===== config.mk =====
export PLATFORM = sky130hd
export DESIGN_NAME = bmm_unit
export DESIGN_NICKNAME = d
export VERILOG_FILES = /design/src/rtl/bmm_pkg.sv /design/src/rtl/bmm_ctrl.sv /design/src/rtl/bmm_datapath.sv /design/src/rtl/bmm_unit.sv
export SDC_FILE = /design/constraint.sdc
export NUM_CORES = 1
export LEC_CHECK = 0
export ABC_AREA = 1
export CAP_MARGIN = 20
export CORE_UTILIZATION = 50
export CTS_BUF_LIST = sky130_fd_sc_hd__clkbuf_8
export CTS_CLUSTER_SIZE = 20
export DETAILED_ROUTE_END_ITERATION = 7
export GPL_TIMING_DRIVEN = 0
export HOLD_SLACK_MARGIN = 0.03
export PLACE_DENSITY = 0.74
export SLEW_MARGIN = 15
export SYNTH_ARGS = -nofsm -noshare
export SYNTH_HDL_FRONTEND = slang
export SYNTH_SLANG_ARGS = --single-unit

===== constraint.sdc =====
create_clock -name clk -period 1.3 [get_ports clk]
set_input_delay 0.13 -clock clk [delete_from_list [all_inputs] [get_ports clk]]
set_output_delay 0.13 -clock clk [all_outputs]
set_load 0.02 [all_outputs]

===== src/rtl/bmm_pkg.sv =====
package bmm_pkg;

  typedef enum logic [1:0] {
    OP_FLIP    = 2'b00,
    OP_ORPROD  = 2'b01,
    OP_XORPROD = 2'b10,
    OP_RSVD    = 2'b11
  } bmmOp_e;

  // strobes from control to datapath
  typedef struct packed {
    logic load;
    logic pickFlip;
    logic pickOr;
    logic pickXor;
  } bmmStrobe_t;

endpackage


===== src/rtl/bmm_ctrl.sv =====
module bmm_ctrl
  import bmm_pkg::*;
(
  input  logic       clk,
  input  logic       rstN,
  input  logic       inValid,
  input  logic [1:0] opSel,
  output bmmStrobe_t strobe,
  output logic       outValid
);

  bmmOp_e opCode;

  always_comb begin
    opCode          = bmmOp_e'(opSel);
    strobe          = '0;
    strobe.load     = inValid && rstN;
    strobe.pickFlip = inValid && (opCode == OP_FLIP);
    strobe.pickOr   = inValid && (opCode == OP_ORPROD);
    strobe.pickXor  = inValid && (opCode == OP_XORPROD);
  end

  always_ff @(posedge clk) begin
    if (!rstN) outValid <= 1'b0;
    else       outValid <= inValid;
  end

  assert_valid_follows_R2: assert property (@(posedge clk) disable iff (!rstN)
    inValid |=> outValid);
  assert_idle_quiet_R2: assert property (@(posedge clk) disable iff (!rstN)
    !inValid |=> !outValid);
  assert_one_select_R7: assert property (@(posedge clk) disable iff (!rstN)
    $onehot0({strobe.pickFlip, strobe.pickOr, strobe.pickXor}));

endmodule


===== src/rtl/bmm_datapath.sv =====
module bmm_datapath
  import bmm_pkg::*;
#(
  parameter int DIM = 8
) (
  input  logic               clk,
  input  logic               rstN,
  input  bmmStrobe_t         strobe,
  input  logic [DIM*DIM-1:0] opLeft,
  input  logic [DIM*DIM-1:0] opRight,
  output logic [DIM*DIM-1:0] result
);

  localparam int W = DIM * DIM;

  function automatic logic [W-1:0] makeIdentity();
    logic [W-1:0] m;
    m = '0;
    for (int i = 0; i < DIM; i++) m[DIM*i+i] = 1'b1;
    return m;
  endfunction

  localparam logic [W-1:0] IDENT = makeIdentity();

  logic [DIM-1:0] rowOf [DIM];
  logic [DIM-1:0] colOf [DIM];
  logic [W-1:0]   flipBits;
  logic [W-1:0]   xorBits;
  logic [W-1:0]   orBits;
  logic [W-1:0]   nextResult;

  // operand decomposition: rows of the left matrix, columns of the right
  for (genvar r = 0; r < DIM; r++) begin : g_rows
    assign rowOf[r] = opLeft[DIM*r +: DIM];
    for (genvar k = 0; k < DIM; k++) begin : g_cols
      assign colOf[r][k] = opRight[DIM*k + r];
    end
  end

  // one product cell per result bit, plus the transpose wiring
  for (genvar r = 0; r < DIM; r++) begin : g_cellRow
    for (genvar c = 0; c < DIM; c++) begin : g_cell
      logic [DIM-1:0] andTerm;
      assign andTerm            = rowOf[r] & colOf[c];
      assign xorBits[DIM*r + c] = ^andTerm;
      assign orBits[DIM*r + c]  = |andTerm;
      assign flipBits[DIM*c + r] = opLeft[DIM*r + c];
    end
  end

  always_comb begin
    nextResult = ({W{strobe.pickFlip}} & flipBits)
               | ({W{strobe.pickOr}}   & orBits)
               | ({W{strobe.pickXor}}  & xorBits);
  end

  always_ff @(posedge clk) begin
    if (!rstN)            result <= '0;
    else if (strobe.load) result <= nextResult;
  end

  assert_hold_idle_R3: assert property (@(posedge clk) disable iff (!rstN)
    !strobe.load |=> $stable(result));
  assert_flip_popcount_R6: assert property (@(posedge clk) disable iff (!rstN)
    (strobe.load && strobe.pickFlip) |=> ($countones(result) == $countones($past(opLeft))));
  assert_reserved_zero_R7: assert property (@(posedge clk) disable iff (!rstN)
    (strobe.load && !strobe.pickFlip && !strobe.pickOr && !strobe.pickXor) |=> (result == '0));
  assert_zero_right_R4_R5: assert property (@(posedge clk) disable iff (!rstN)
    (strobe.load && (strobe.pickOr || strobe.pickXor) && opRight == '0) |=> (result == '0));
  assert_identity_right_R8: assert property (@(posedge clk) disable iff (!rstN)
    (strobe.load && (strobe.pickOr || strobe.pickXor) && opRight == IDENT) |=> (result == $past(opLeft)));

endmodule


===== src/rtl/bmm_unit.sv =====
module bmm_unit
  import bmm_pkg::*;
#(
  parameter int DIM = 8,
  localparam int W = DIM * DIM
) (
  input  logic         clk,
  input  logic         rstN,
  input  logic         inValid,
  input  logic [1:0]   opSel,
  input  logic [W-1:0] opLeft,
  input  logic [W-1:0] opRight,
  output logic         outValid,
  output logic [W-1:0] result
);

  bmmStrobe_t strobe;

  bmm_ctrl u_ctrl (
    .clk      (clk),
    .rstN     (rstN),
    .inValid  (inValid),
    .opSel    (opSel),
    .strobe   (strobe),
    .outValid (outValid)
  );

  bmm_datapath #(.DIM(DIM)) u_dp (
    .clk     (clk),
    .rstN    (rstN),
    .strobe  (strobe),
    .opLeft  (opLeft),
    .opRight (opRight),
    .result  (result)
  );

  assert_reset_clear_R1: assert property (@(posedge clk)
    !rstN |=> (!outValid && result == '0));

endmodule


Word level (Yosys, flattened, before mapping)
Cells that the tools add are included.
{ "op_classes": {"eq_ne": 2, "reduce_logical": 133, "bitwise_logic": 69, "n_shift": 0, "mux": 0, "multipliers": 0, "n_addsub": 0, "order_cmp": 0, "div": 0} }
{ "op_table": {"columns": ["operator", "count"], "rows": [
  ["$and 8x8->8", 64],
  ["$reduce_or 8->1", 64],
  ["$reduce_xor 8->1", 64],
  ["$and 64x64->64", 3],
  ["$or 64x64->64", 2],
  ["$logic_and 1x1->1", 4],
  ["$eq 2x1->1 const B", 1],
  ["$eq 2x2->1 const B", 1],
  ["$logic_not 2->1", 1]
]} }
{ "word_totals": {"rom_bits": 0, "regBits": 65, "latchBits": 0, "wordCells": 206, "ramBits": 0, "inputBits": 133, "n_memories": 0, "output_inout_bits": 65} }

Logic depth before layout (Yosys ltp)
Gate-level depths: netlist of the first run.
{ "depth": {"depth_word": 5, "mapped_depth": 9, "depth_no_buf": 8} }

Cells and area by module
A second synthesis of the first run with hierarchy kept.
{ "hier_totals": {"cells_unflattened": 2805, "hier_area_um2": 14152.3} }
{ "by_module_without_submodules": {"columns": ["mod", "cells_per_inst", "area_each_um2", "instances", "seq_area_each_um2"], "rows": [
  ["bmm_datapath", 2794, 14094.8, 1, 1281.2],
  ["bmm_ctrl", 11, 57.6, 1, 20.0]
]} }

Worst setup path before layout of the first run
No wires, ideal clock.
{ "synth_path": {"kind": "input to register", "from": "in opLeft[11]", "to": "reg u_dp.result[15]", "n_path_buf": 1, "cell_stages": 9, "t_arrival_ps": 1081, "setup_ps": 119, "t_required_ps": 1181, "slack_ps": 100, "path_cell_list": "clkbuf_1 > nand2_1 > ha_1 > inv_1 > nand2_1 > nand2_1 > nand2_1 > nand3_1 > a21oi_1"} }
{ "synth_between": {"elab_chain_cells": 5, "elab_cells_between_ends": 7} }
{ "synth_rtl": {"columns": ["item", "line", "text"], "rows": [
  ["start, declared", "bmm_unit.sv:11", "input logic [W-1:0] opLeft,"],
  ["$and 8x8->8 (*)", "bmm_datapath.sv:44", "assign andTerm = rowOf[r] & colOf[c];"],
  ["$reduce_or 8->1", "bmm_datapath.sv:46", "assign orBits[DIM*r + c] = |andTerm;"],
  ["$and 64x64->64", "bmm_datapath.sv:53", "| ({W{strobe.pickOr}} & orBits)"],
  ["$or 64x64->64", "bmm_datapath.sv:53", null],
  ["$or 64x64->64 (*)", "bmm_datapath.sv:54", "| ({W{strobe.pickXor}} & xorBits);"],
  ["end signal, assigned", "bmm_datapath.sv:59", "else if (strobe.load) result <= nextResult;"],
  ["end, declared", "bmm_datapath.sv:11", "output logic [DIM*DIM-1:0] result"]
]} }
Mark *: on every way between the ends. The rest lies on a longest branch, timed or not.
A chain may end at the register's enable or synchronous reset.

Worst setup path in the final report of the first run
{ "layout_path": {"from": "reg u_dp.result[1]", "to": "out result[1]"} }
{ "layout_lines": {"columns": ["item", "line", "text"], "rows": [
  ["end, declared", "bmm_unit.sv:14", "output logic [W-1:0] result"]
]} }
No word-level cell between the ends.

==> results of run 1 <==
[worst max-delay path by stage]
stage / endpoint / cells past startpoint
after global placement: u_dp.result[25] / 5
after CTS: u_dp.result[46] / 9
after floorplan: u_dp.result[15] / 9
after global routing: u_dp.result[4] / 9
after detailed placement: u_dp.result[25] / 5
final: result[1] / 1
[metal layers]
layer / global-route usage, % / share of wire, % / vias up
li1: - / - / 8704
met1: 53.55 / 35 / 8321
met2: 63.09 / 39 / 1502
met3: 14.80 / 17 / 373
met4: 34.39 / 8.9 / 2
met5: 0 / 0.020 / -
[layout make-up]
type / count / area [sq um]
multi-input cells: 2310 / 11270
repair buffers: 74 / 674.4
plain buffers: 174 / 1017
flip-flops and latches: 65 / 1301
clock inverters: 5 / 26.28
clock buffers: 9 / 123.9
fillers: 2935 / 12080
diodes: 2 / 5.005
well taps: 378 / 473.0
inverters: 258 / 968.4
[state kept, by name, indices dropped and copies added, names as in the netlist]
name / flops
u_ctrl.outValid: 1
u_dp.result: 64
[cell usage in the layout, fill, tap and decap left out]
cell	count
nand2_1	1602
inv_1	258
ha_1	256
nor2_1	192
nand3_1	128
clkbuf_2	92
dfxtp_1	65
o21ai_0	64
a21oi_1	64
dlygate4sd2_1	61
buf_2	33
clkbuf_1	15
buf_4	14
clkdlybuf4s15_2	13
clkbuf_8	9
buf_6	7
clkdlybuf4s15_1	5
clkbuf_4	3
clkinv_2	3
diode_2	2
nor2_4	2
buf_12	2
clkdlybuf4s18_2	1
inv_2	1
nand3_4	1
clkinvlp_4	1
nand3_2	1
dlymetal6s2s_1	1
clkdlybuf4s50_1	1
[metrics by stage]
| stage | worst slack [ns] | cells | power (mW) |
|---|---|---|---|
| after floorplan | 0.09967 | 2806 | 6.695 |
| after global placement | -0.8344 | 3253 | 8.308 |
| after detailed placement | -0.8503 | 3253 | 8.572 |
| after CTS | 0.0004647 | 3271 | 10.20 |
| after global routing | 0.0005850 | 3273 | 11.24 |
| final | 0.0009165 | 3275 | 10.60 |
[logic make-up after synthesis]
group | Yosys count | share of synthesized area, %
compound gates | 128 | 4.493
fa+ha+maj | 256 | 22.46
buf+inv | 432 | 11.92
flops | 65 | 9.126
simple gates | 1925 | 52.00
[power groups by stage]
stage / Sequential, mW / Combinational (mW) / Clock, mW
floorplan: 2.47 / 4.23 / 0
global placement: 2.30 / 6.01 / 0
finish: 2.26 / 6.57 / 1.77
detailed placement: 2.30 / 6.27 / 0
global route: 2.27 / 7.23 / 1.75
CTS: 2.25 / 6.25 / 1.71
[timing repair]
| item | 4_1_cts | 5_1_grt |
|---|---|---|
| gates resized for setup | 145 | 168 |
| setup endpoints to repair | 129 | 69 |
| buffers inserted | 4 | 1 |
| pin swaps | 2 | 0 |
| cloned | 0 | 1 |
==> results.ini, run 1 <==
[sta]
slew_headroom_pct=51.23
finalCritPeriodShare_pct=99.93
worstMarginPinSlew_ns=0.7316
clock_skew_ns=0
fin_setup_tns_ns=0
min_period_ns=1.299
max_freq_mhz=769.8
setup_viol=0
drv_slew=0
hold_slack_ns=0.3089
rsz0062_at_grt=false
hold_violations=0

[placement]
hpwl_mm=44.92
placed_area_sq_um=15420
place_congestion=0.9808
port_buffers=69

[floorplanning]
die_h_um=170.9
num_io_pins=198
die_area_sq_um=29200
core-area_sq_um=27930
num_rows=61
initial_core_util_pct=51.04
die_x_um=170.9

[route]
wirelength_mm=65.35
firstDrtPassIters=8
antenna_left=0
wire_per_inst_um=19.95
drt_iter0_drc=3061
drc=0
via_per_inst=5.772
vias=18902

[worst_setup_path]
path_cells=dlygate4sd2_1
startpoint=u_dp.result[1]
cp_data_required_time_ns=1.17
r2r-end=u_dp.result[25]
cp-start-kind=flip-flop
r2r_cells=2
crit_slowest_cell=dfxtp_1
end_kind=output pin
arrival_ns=1.17
worst_path_largest_cell_delay_ns=0.40
crit_type=reg -> out
critPathTopFamily=flip-flops
rrSetupSlack_ns=0.56
cp_num_buf_inv=1
r2r_start=u_dp.result[25]
critPathMaxFanout=2

[worst_hold_path]
hold_path_class=in -> reg
holdCritStartpoint=opLeft[35]
whs_endpoint=u_dp.result[28]
min_path_cells=5

[cells_and_area]
stdcell_area_sq_um=15860
final_nets=3281
syn2layout_area_growth_pct=11.21
final_core_util_pct=56.77
drive_above_1_share_pct=6.321

[synth]
synth_cell_types=14
synth.avg_cell_area_sq_um=5.081
ys.flop_type=dfxtp_1
netlist.area_leader.share_pct=42.17
netlist_top_cells_count=nand2_1, inv_1, ha_1, nor2_1, nand3_1
ys_warn_count=0
synth_top_cell_by_area=nand2_1
ys_seq_area_share_pct=9.126
syn_nets=3195
ys_ff_latch=65
synth-async-reset-ratio_pct=0
syn_inst=2806
synth.cell_area_sq_um=14260
synth-edff-count=0
yosysMostFrequentCell=nand2_1
ys_top_cells_by_area=nand2_1, ha_1, dfxtp_1, inv_1, nor2_1

[clock_tree]
clk_path_buf_depth=2
cts_tree=built
ctsHoldBuffers=0
htree_levels=3
cts.clk_slew.worst_paths_ns=0.10
clockRootBuffer=clkbuf_8
clk-insertion-delay-late_ns=0.42
numCtsBuffers=9
clkSinkCount=65

[global_route]
grt_usage_pct=43.96
grt_pass1_wl_mm=93.45
grt_pass1_vias=16485
gr-total-overflow=0
grt_max_degree=11
antenna_found_initial=1

[power_and_ir_drop]
seqPwrFrac_pct=21.3
p_leak_nw=9.374
switching_share_pct=52.82
p_comb_share_pct=62.0
p_per_area_nw_per_um2=668.6
power_frac_clock_pct=16.7
power.switching_mw=5.600
p_int_mw=5.002
peakVddDrop_uv=403.4

[job]
drv_cap=0

[outcome]
status=finished, final reports clean

Power figures use the tool's default switching activity.
==> inputs of run 2 (changes only) <==
Settings changed: REMOVE_ABC_BUFFERS set to 1.
==> run 2 against run 1 <==
  * Die area stayed put
  * Final area is 4.0% higher
  * Combinational power is 0.8% higher
  * Critical path depth stayed put
  * Routed wire length is 2.9% lower
  * Global-route usage is 1.4 points lower
  * Worst setup slack better by 0.0096 ns
  * Count of clock-buffer cells in the layout is 2 higher
  * Hold slack worse by 0.078 ns
  * Via count is 1.7% lower
  * Sequential cell count stayed put
  * Critical path type unchanged
  * Highest routed layer unchanged
==> results.ini, run 2 (synthesized netlist as in run 1, its figures left out) <==
[route]
wire_per_inst_um=19.56  ; was 19.95 um
wirelength_mm=63.45  ; was 65.35 mm
drt_iter0_drc=2271  ; was 3061
drc=0  ; unchanged
vias=18583  ; was 18902
via_per_inst=5.730  ; was 5.772
antenna_left=0  ; unchanged
firstDrtPassIters=6  ; was 8

[placement]
place_congestion=0.9111  ; was 0.9808
placed_area_sq_um=16130  ; was 15420 sq um
hpwl_mm=38.61  ; was 44.92 mm
port_buffers=197  ; was 69
place_inst=3214  ; was 3253
detailedPlace.worstSlack_ns=-1.048  ; was -0.8503 ns

[power_and_ir_drop]
p_leak_nw=9.477  ; was 9.374 nW
peakVddDrop_uv=355.0  ; was 403.4 uV
p_per_area_nw_per_um2=647.7  ; was 668.6 nW/um^2
p_total_mw=10.69  ; was 10.60 mW

[global_route]
grt_max_degree=39  ; was 11
grt_usage_pct=42.55  ; was 43.96%
grt_pass1_wl_mm=91.07  ; was 93.45 mm
antenna_found_initial=1  ; unchanged
grt_pass1_vias=16528  ; was 16485
gr-total-overflow=0  ; unchanged

[cells_and_area]
drive_above_1_share_pct=3.909  ; was 6.321%
instances_no_fill=3243  ; was 3275
reg.largest.list=u_dp.result: 64 flops, u_ctrl.outValid: 1 flops  ; unchanged
nFillCells=2807  ; was 2935
multiInputGateArea_sq_um=11320  ; was 11270 sq um
largest_register_ffs=64  ; unchanged
final_common_cell=nand2_1  ; unchanged
final_nets=3253  ; was 3281
final_cell_mix=nand2_1, inv_1, ha_1  ; unchanged
syn2layout_area_growth_pct=15.70  ; was 11.21%
final_core_util_pct=59.06  ; was 56.77%
largest_register=u_dp.result  ; unchanged
antennaDiodeCount=0  ; was 2
stdcell_area_sq_um=16500  ; was 15860 sq um
seqCellArea_sq_um=1301  ; unchanged

[clock_tree]
cts_tree=built  ; unchanged
clk_path_buf_depth=2  ; unchanged
clockRootBuffer=clkbuf_8  ; unchanged
clk-insertion-delay-late_ns=0.37  ; was 0.42 ns
clkSinkCount=65  ; unchanged
cts.clk_slew.worst_paths_ns=0.10  ; about the same
ctsHoldBuffers=0  ; unchanged
htree_levels=3  ; unchanged
numCtsBuffers=9  ; unchanged

[sta]
clock_skew_ns=0  ; unchanged
max_freq_mhz=775.5  ; was 769.8 MHz
worstMarginPinSlew_ns=0.5576  ; was 0.7316 ns
hold_slack_ns=0.2305  ; was 0.3089 ns
fin_ws_ns=0.01056  ; was 0.0009165 ns
drv_slew=0  ; unchanged
rsz0062_at_grt=false  ; unchanged
finalCritPeriodShare_pct=99.19  ; was 99.93%
hold_violations=0  ; unchanged
slew_headroom_pct=62.83  ; was 51.23%
fin_setup_tns_ns=0  ; unchanged
min_period_ns=1.289  ; was 1.299 ns
setup_viol=0  ; unchanged

[floorplanning]
die_x_um=170.9  ; unchanged
die_h_um=170.9  ; unchanged
num_rows=61  ; unchanged
die_area_sq_um=29200  ; unchanged
core-area_sq_um=27930  ; unchanged
initial_core_util_pct=51.04  ; unchanged
num_io_pins=198  ; unchanged

[worst_setup_path]
path_cells=dlygate4sd2_1  ; unchanged
crit_slowest_cell=dfxtp_1  ; unchanged
critPathMaxFanout=2  ; unchanged
cp_num_buf_inv=1  ; unchanged
cp-start-kind=flip-flop  ; unchanged
end_kind=output pin  ; unchanged
critPathTopFamily=flip-flops  ; unchanged
arrival_ns=1.16  ; was 1.17 ns
cp_data_required_time_ns=1.17  ; about the same
worst_path_largest_cell_delay_ns=0.42  ; was 0.40 ns
crit_type=reg -> out  ; unchanged

[job]
drv_cap=0  ; unchanged

[outcome]
status=finished, final reports clean  ; unchanged

[worst_hold_path]
hold_path_class=in -> reg  ; unchanged

==> run 2: final cells by class <==
cell class                 count  area share, %
tap                          378          2.867
clock inverter                 1        0.03034
sequential                    65          7.888
clock buffer                  11         0.9177
inverter                     258          6.052
multi-input combinational   2313          68.63
timing repair buffer         217          13.61
==> run 2: worst paths after layout <==
| check | from | endpoint | slack [ns] | cells past startpoint |
|---|---|---|---|---|
| worst max-delay path | u_dp.result[23] | result[23] | 0.01 | 1 |
| worst min-delay path | rstN | u_dp.result[29] | 0.23 | 3 |
| worst max register to register | u_dp.result[12] | u_dp.result[12] | 0.55 | 2 |
| worst min register to register | u_dp.result[54] | u_dp.result[54] | 0.55 | 2 |
==> run 2: where the power goes <==
part           leakage (nW)  internal (mW)  total (mW)  switching (mW)
logic                  8.85           2.32        6.62            4.30
registers             0.542           2.15        2.25           0.100
clock network        0.0830          0.757        1.81            1.05
==> run 2: routing by layer <==
layer  global-route usage [%]  vias to the layer above  part of all wire, %
met5                        0                        -                0.020
met4                    30.94                        2                  8.3
met3                    11.10                      370                   16
met2                    62.70                     1393                   39
met1                    53.35                     8157                   37
li1                         -                     8661                    -
==> run 2: timing repair <==
item,in CTS,in global routing
resized for setup,338,54
gates cloned,6,2
pin swaps,5,1
buffers inserted,8,1
hold endpoints to repair,0,0
setup endpoints to repair,130,64
==> inputs of run 3 (changes only) <==
Settings changed: CORE_UTILIZATION 50 to 55, CTS_BUF_LIST sky130_fd_sc_hd__clkbuf_8 to unset, PLACE_DENSITY 0.74 to 0.8.
==> run 3 against run 2 <==
  * The flow now finishes with violations (negative setup slack)
  * Fmax fell by 3.4%
  * Register-to-register slack barely moved
  * Sequential power is essentially flat
  * Clock power up 50%
  * Critical endpoint is now u_dp.result[7]
  * Largest cell class unchanged
  * Largest power group unchanged
==> results.ini, run 3 (synthesized netlist as in run 1, its figures left out) <==
[outcome]
status=finished, violations left  ; was finished, final reports clean
violations=negative setup slack

[route]
wire_per_inst_um=19.85  ; was 19.56 um
via_per_inst=5.868  ; was 5.730
antenna_left=0  ; unchanged
top_layer_used=met5  ; unchanged
vias=18831  ; was 18583
drc=0  ; unchanged
wirelength_mm=63.71  ; was 63.45 mm
drt-met1-wl_mm=22.06  ; was 23.21 mm
firstDrtPassIters=8  ; was 6
drt_iter0_drc=2435  ; was 2271
met3_length_mm=11.01  ; was 10.32 mm
wl_met2_mm=24.97  ; was 24.61 mm

[sta]
min_period_ns=1.335  ; was 1.289 ns
hold_violations=0  ; unchanged
worstMarginPinSlew_ns=0.6478  ; was 0.5576 ns
fin_setup_tns_ns=-0.03492  ; was 0 ns
clock_skew_ns=0  ; unchanged
slew_headroom_pct=56.77  ; was 62.83%
drv_slew=0  ; unchanged
finalCritPeriodShare_pct=102.7  ; was 99.19%
max_freq_mhz=749.1  ; was 775.5 MHz
rsz0062_at_grt=false  ; unchanged
fin_ws_ns=-0.03492  ; was 0.01056 ns
setup_viol=1  ; was 0

[cells_and_area]
final_cell_mix=nand2_1, inv_1, ha_1  ; unchanged
reg.largest.list=u_dp.result: 64 flops, u_ctrl.outValid: 1 flops  ; unchanged
nFillCells=2437  ; was 2807
syn2layout_area_growth_pct=15.79  ; was 15.70%
final_common_cell=nand2_1  ; unchanged
seqCellArea_sq_um=1301  ; unchanged
stdcell_area_sq_um=16510  ; was 16500 sq um
drive_above_1_share_pct=4.764  ; was 3.909%
largest_register_ffs=64  ; unchanged
largest_register=u_dp.result  ; unchanged
final_nets=3260  ; was 3253
multiInputGateArea_sq_um=11320  ; about the same
final_core_util_pct=65.19  ; was 59.06%

[floorplanning]
die_x_um=163.0  ; was 170.9 um
num_io_pins=198  ; unchanged
die_area_sq_um=26570  ; was 29200 sq um
die_h_um=163.0  ; was 170.9 um
initial_core_util_pct=56.30  ; was 51.04%
num_rows=58  ; was 61
core-area_sq_um=25330  ; was 27930 sq um

[global_route]
grt_max_degree=40  ; was 39
grt_usage_pct=47.67  ; was 42.55%
grt_pass1_wl_mm=94.05  ; was 91.07 mm
grt_pass1_vias=17321  ; was 16528
antenna_found_initial=1  ; unchanged
gr-total-overflow=0  ; unchanged

[clock_tree]
clkSinkCount=65  ; unchanged
cts_tree=built  ; unchanged
clk-insertion-delay-late_ns=0.36  ; was 0.37 ns
clockRootBuffer=clkbuf_16  ; was clkbuf_8
numCtsBuffers=9  ; unchanged
cts.clk_slew.worst_paths_ns=0.07  ; was 0.10 ns
clk_path_buf_depth=2  ; unchanged
ctsHoldBuffers=0  ; unchanged
htree_levels=3  ; unchanged

[worst_setup_path]
critPathMaxFanout=9  ; was 2
worst_path_largest_cell_delay_ns=0.49  ; was 0.42 ns
path_cells=clkdlybuf4s15_2 -> nand2_1 -> ha_1 -> inv_1 -> nand2_1 -> nand2_1 -> nand2_1 -> nand3_1 -> a21oi_1  ; was dlygate4sd2_1
cpMostUsedCell=nand2_1
cp_num_buf_inv=2  ; was 1
end_kind=flip-flop  ; was output pin
critPathTopFamily=buffers and inverters  ; was flip-flops
crit_type=in -> reg  ; was reg -> out
crit_slowest_cell=clkdlybuf4s15_2  ; was dfxtp_1
arrival_ns=1.63  ; was 1.16 ns
cp-start-kind=input pin  ; was flip-flop
cp_data_required_time_ns=1.59  ; was 1.17 ns

[power_and_ir_drop]
switching_share_pct=48.28  ; was 51.01%
p_leak_nw=9.579  ; was 9.477 nW
peakVddDrop_uv=477.9  ; was 355.0 uV
power_frac_clock_pct=23.3  ; was 16.9%
p_total_mw=11.65  ; was 10.69 mW
power.switching_mw=5.625  ; was 5.451 mW
p_int_mw=6.025  ; was 5.235 mW
p_per_area_nw_per_um2=705.7  ; was 647.7 nW/um^2
seqPwrFrac_pct=19.3  ; was 21.1%
p_comb_share_pct=57.3  ; was 62.0%

[placement]
placed_area_sq_um=16120  ; was 16130 sq um
port_buffers=197  ; unchanged
place_congestion=0.9168  ; was 0.9111
hpwl_mm=38.18  ; was 38.61 mm

[worst_hold_path]
hold_path_class=in -> reg  ; unchanged

[job]
drv_cap=0  ; unchanged

run 3: cell types whose count changed in the layout (fill, tap and decap cells not counted), sizes merged:
cell,delta
buf,+26
clkdlybuf4s15,-26
clkbuf,+18
dlygate4sd2,-15
clkdlybuf4s18,+4
diode,+3
bufbuf,+2
clkinv,+2
run 3: worst reg2reg max path, stage by stage, from the launching register on:
cell and delay, ns:
dfxtp_1 0.42, o21ai_0 0.11, a21oi_1 0.14
run 3: final timing paths:
kind                   startpoint              end  slack, ns  depth (start not counted)
hold / removal               rstN  u_dp.result[29]       0.12                          3
setup reg to reg  u_dp.result[44]  u_dp.result[44]       0.56                          2
hold reg to reg   u_dp.result[20]  u_dp.result[20]       0.54                          2
setup / recovery        opLeft[2]   u_dp.result[7]      -0.03                          9
run 3: per-stage QoR:
step / std cells / setup slack, ns / hold WS [ns]
after floorplan: 2632 / -0.1729 / 0.2684
after global placement: 3159 / -5.490 / 0.5170
after detailed placement: 3167 / -0.9909 / 0.5237
after CTS: 3206 / 0.004019 / 0.09680
after global routing: 3206 / 0.0001215 / 0.1069
final: 3209 / -0.03492 / 0.1156
run 3: final cells by class:
cell class	instances	area share (%)
clock buffer	13	1.516
clock inverter	3	0.2425
sequential	65	7.882
multi-input combinational	2313	68.55
antenna	3	0.04547
inverter	258	5.919
tap	330	2.501
timing repair buffer	224	13.35
run 3: what timing repair did:
action | 4_1_cts | 5_1_grt
resized for setup | 335 | 132
pin swaps | 5 | 0
setup endpoints to repair | 130 | 62
setup buffers | 14 | 0
cloned | 9 | 0
run 3: per-layer routing:
metal,up-vias,global-route usage (%)
li1,8695,-
met1,8284,58.15
met2,1425,70.14
met3,425,14.63
met4,2,35.51
met5,-,0
run 3: power by group through the flow:
stage	Clock (mW)	Sequential, mW	Combinational [mW]
2_1_floorplan	0	2.47	3.75
3_3_place_gp	0	2.30	6.12
3_5_place_dp	0	2.29	6.44
4_1_cts	2.70	2.25	6.45
5_1_grt	2.79	2.26	7.37
6_report	2.72	2.25	6.68
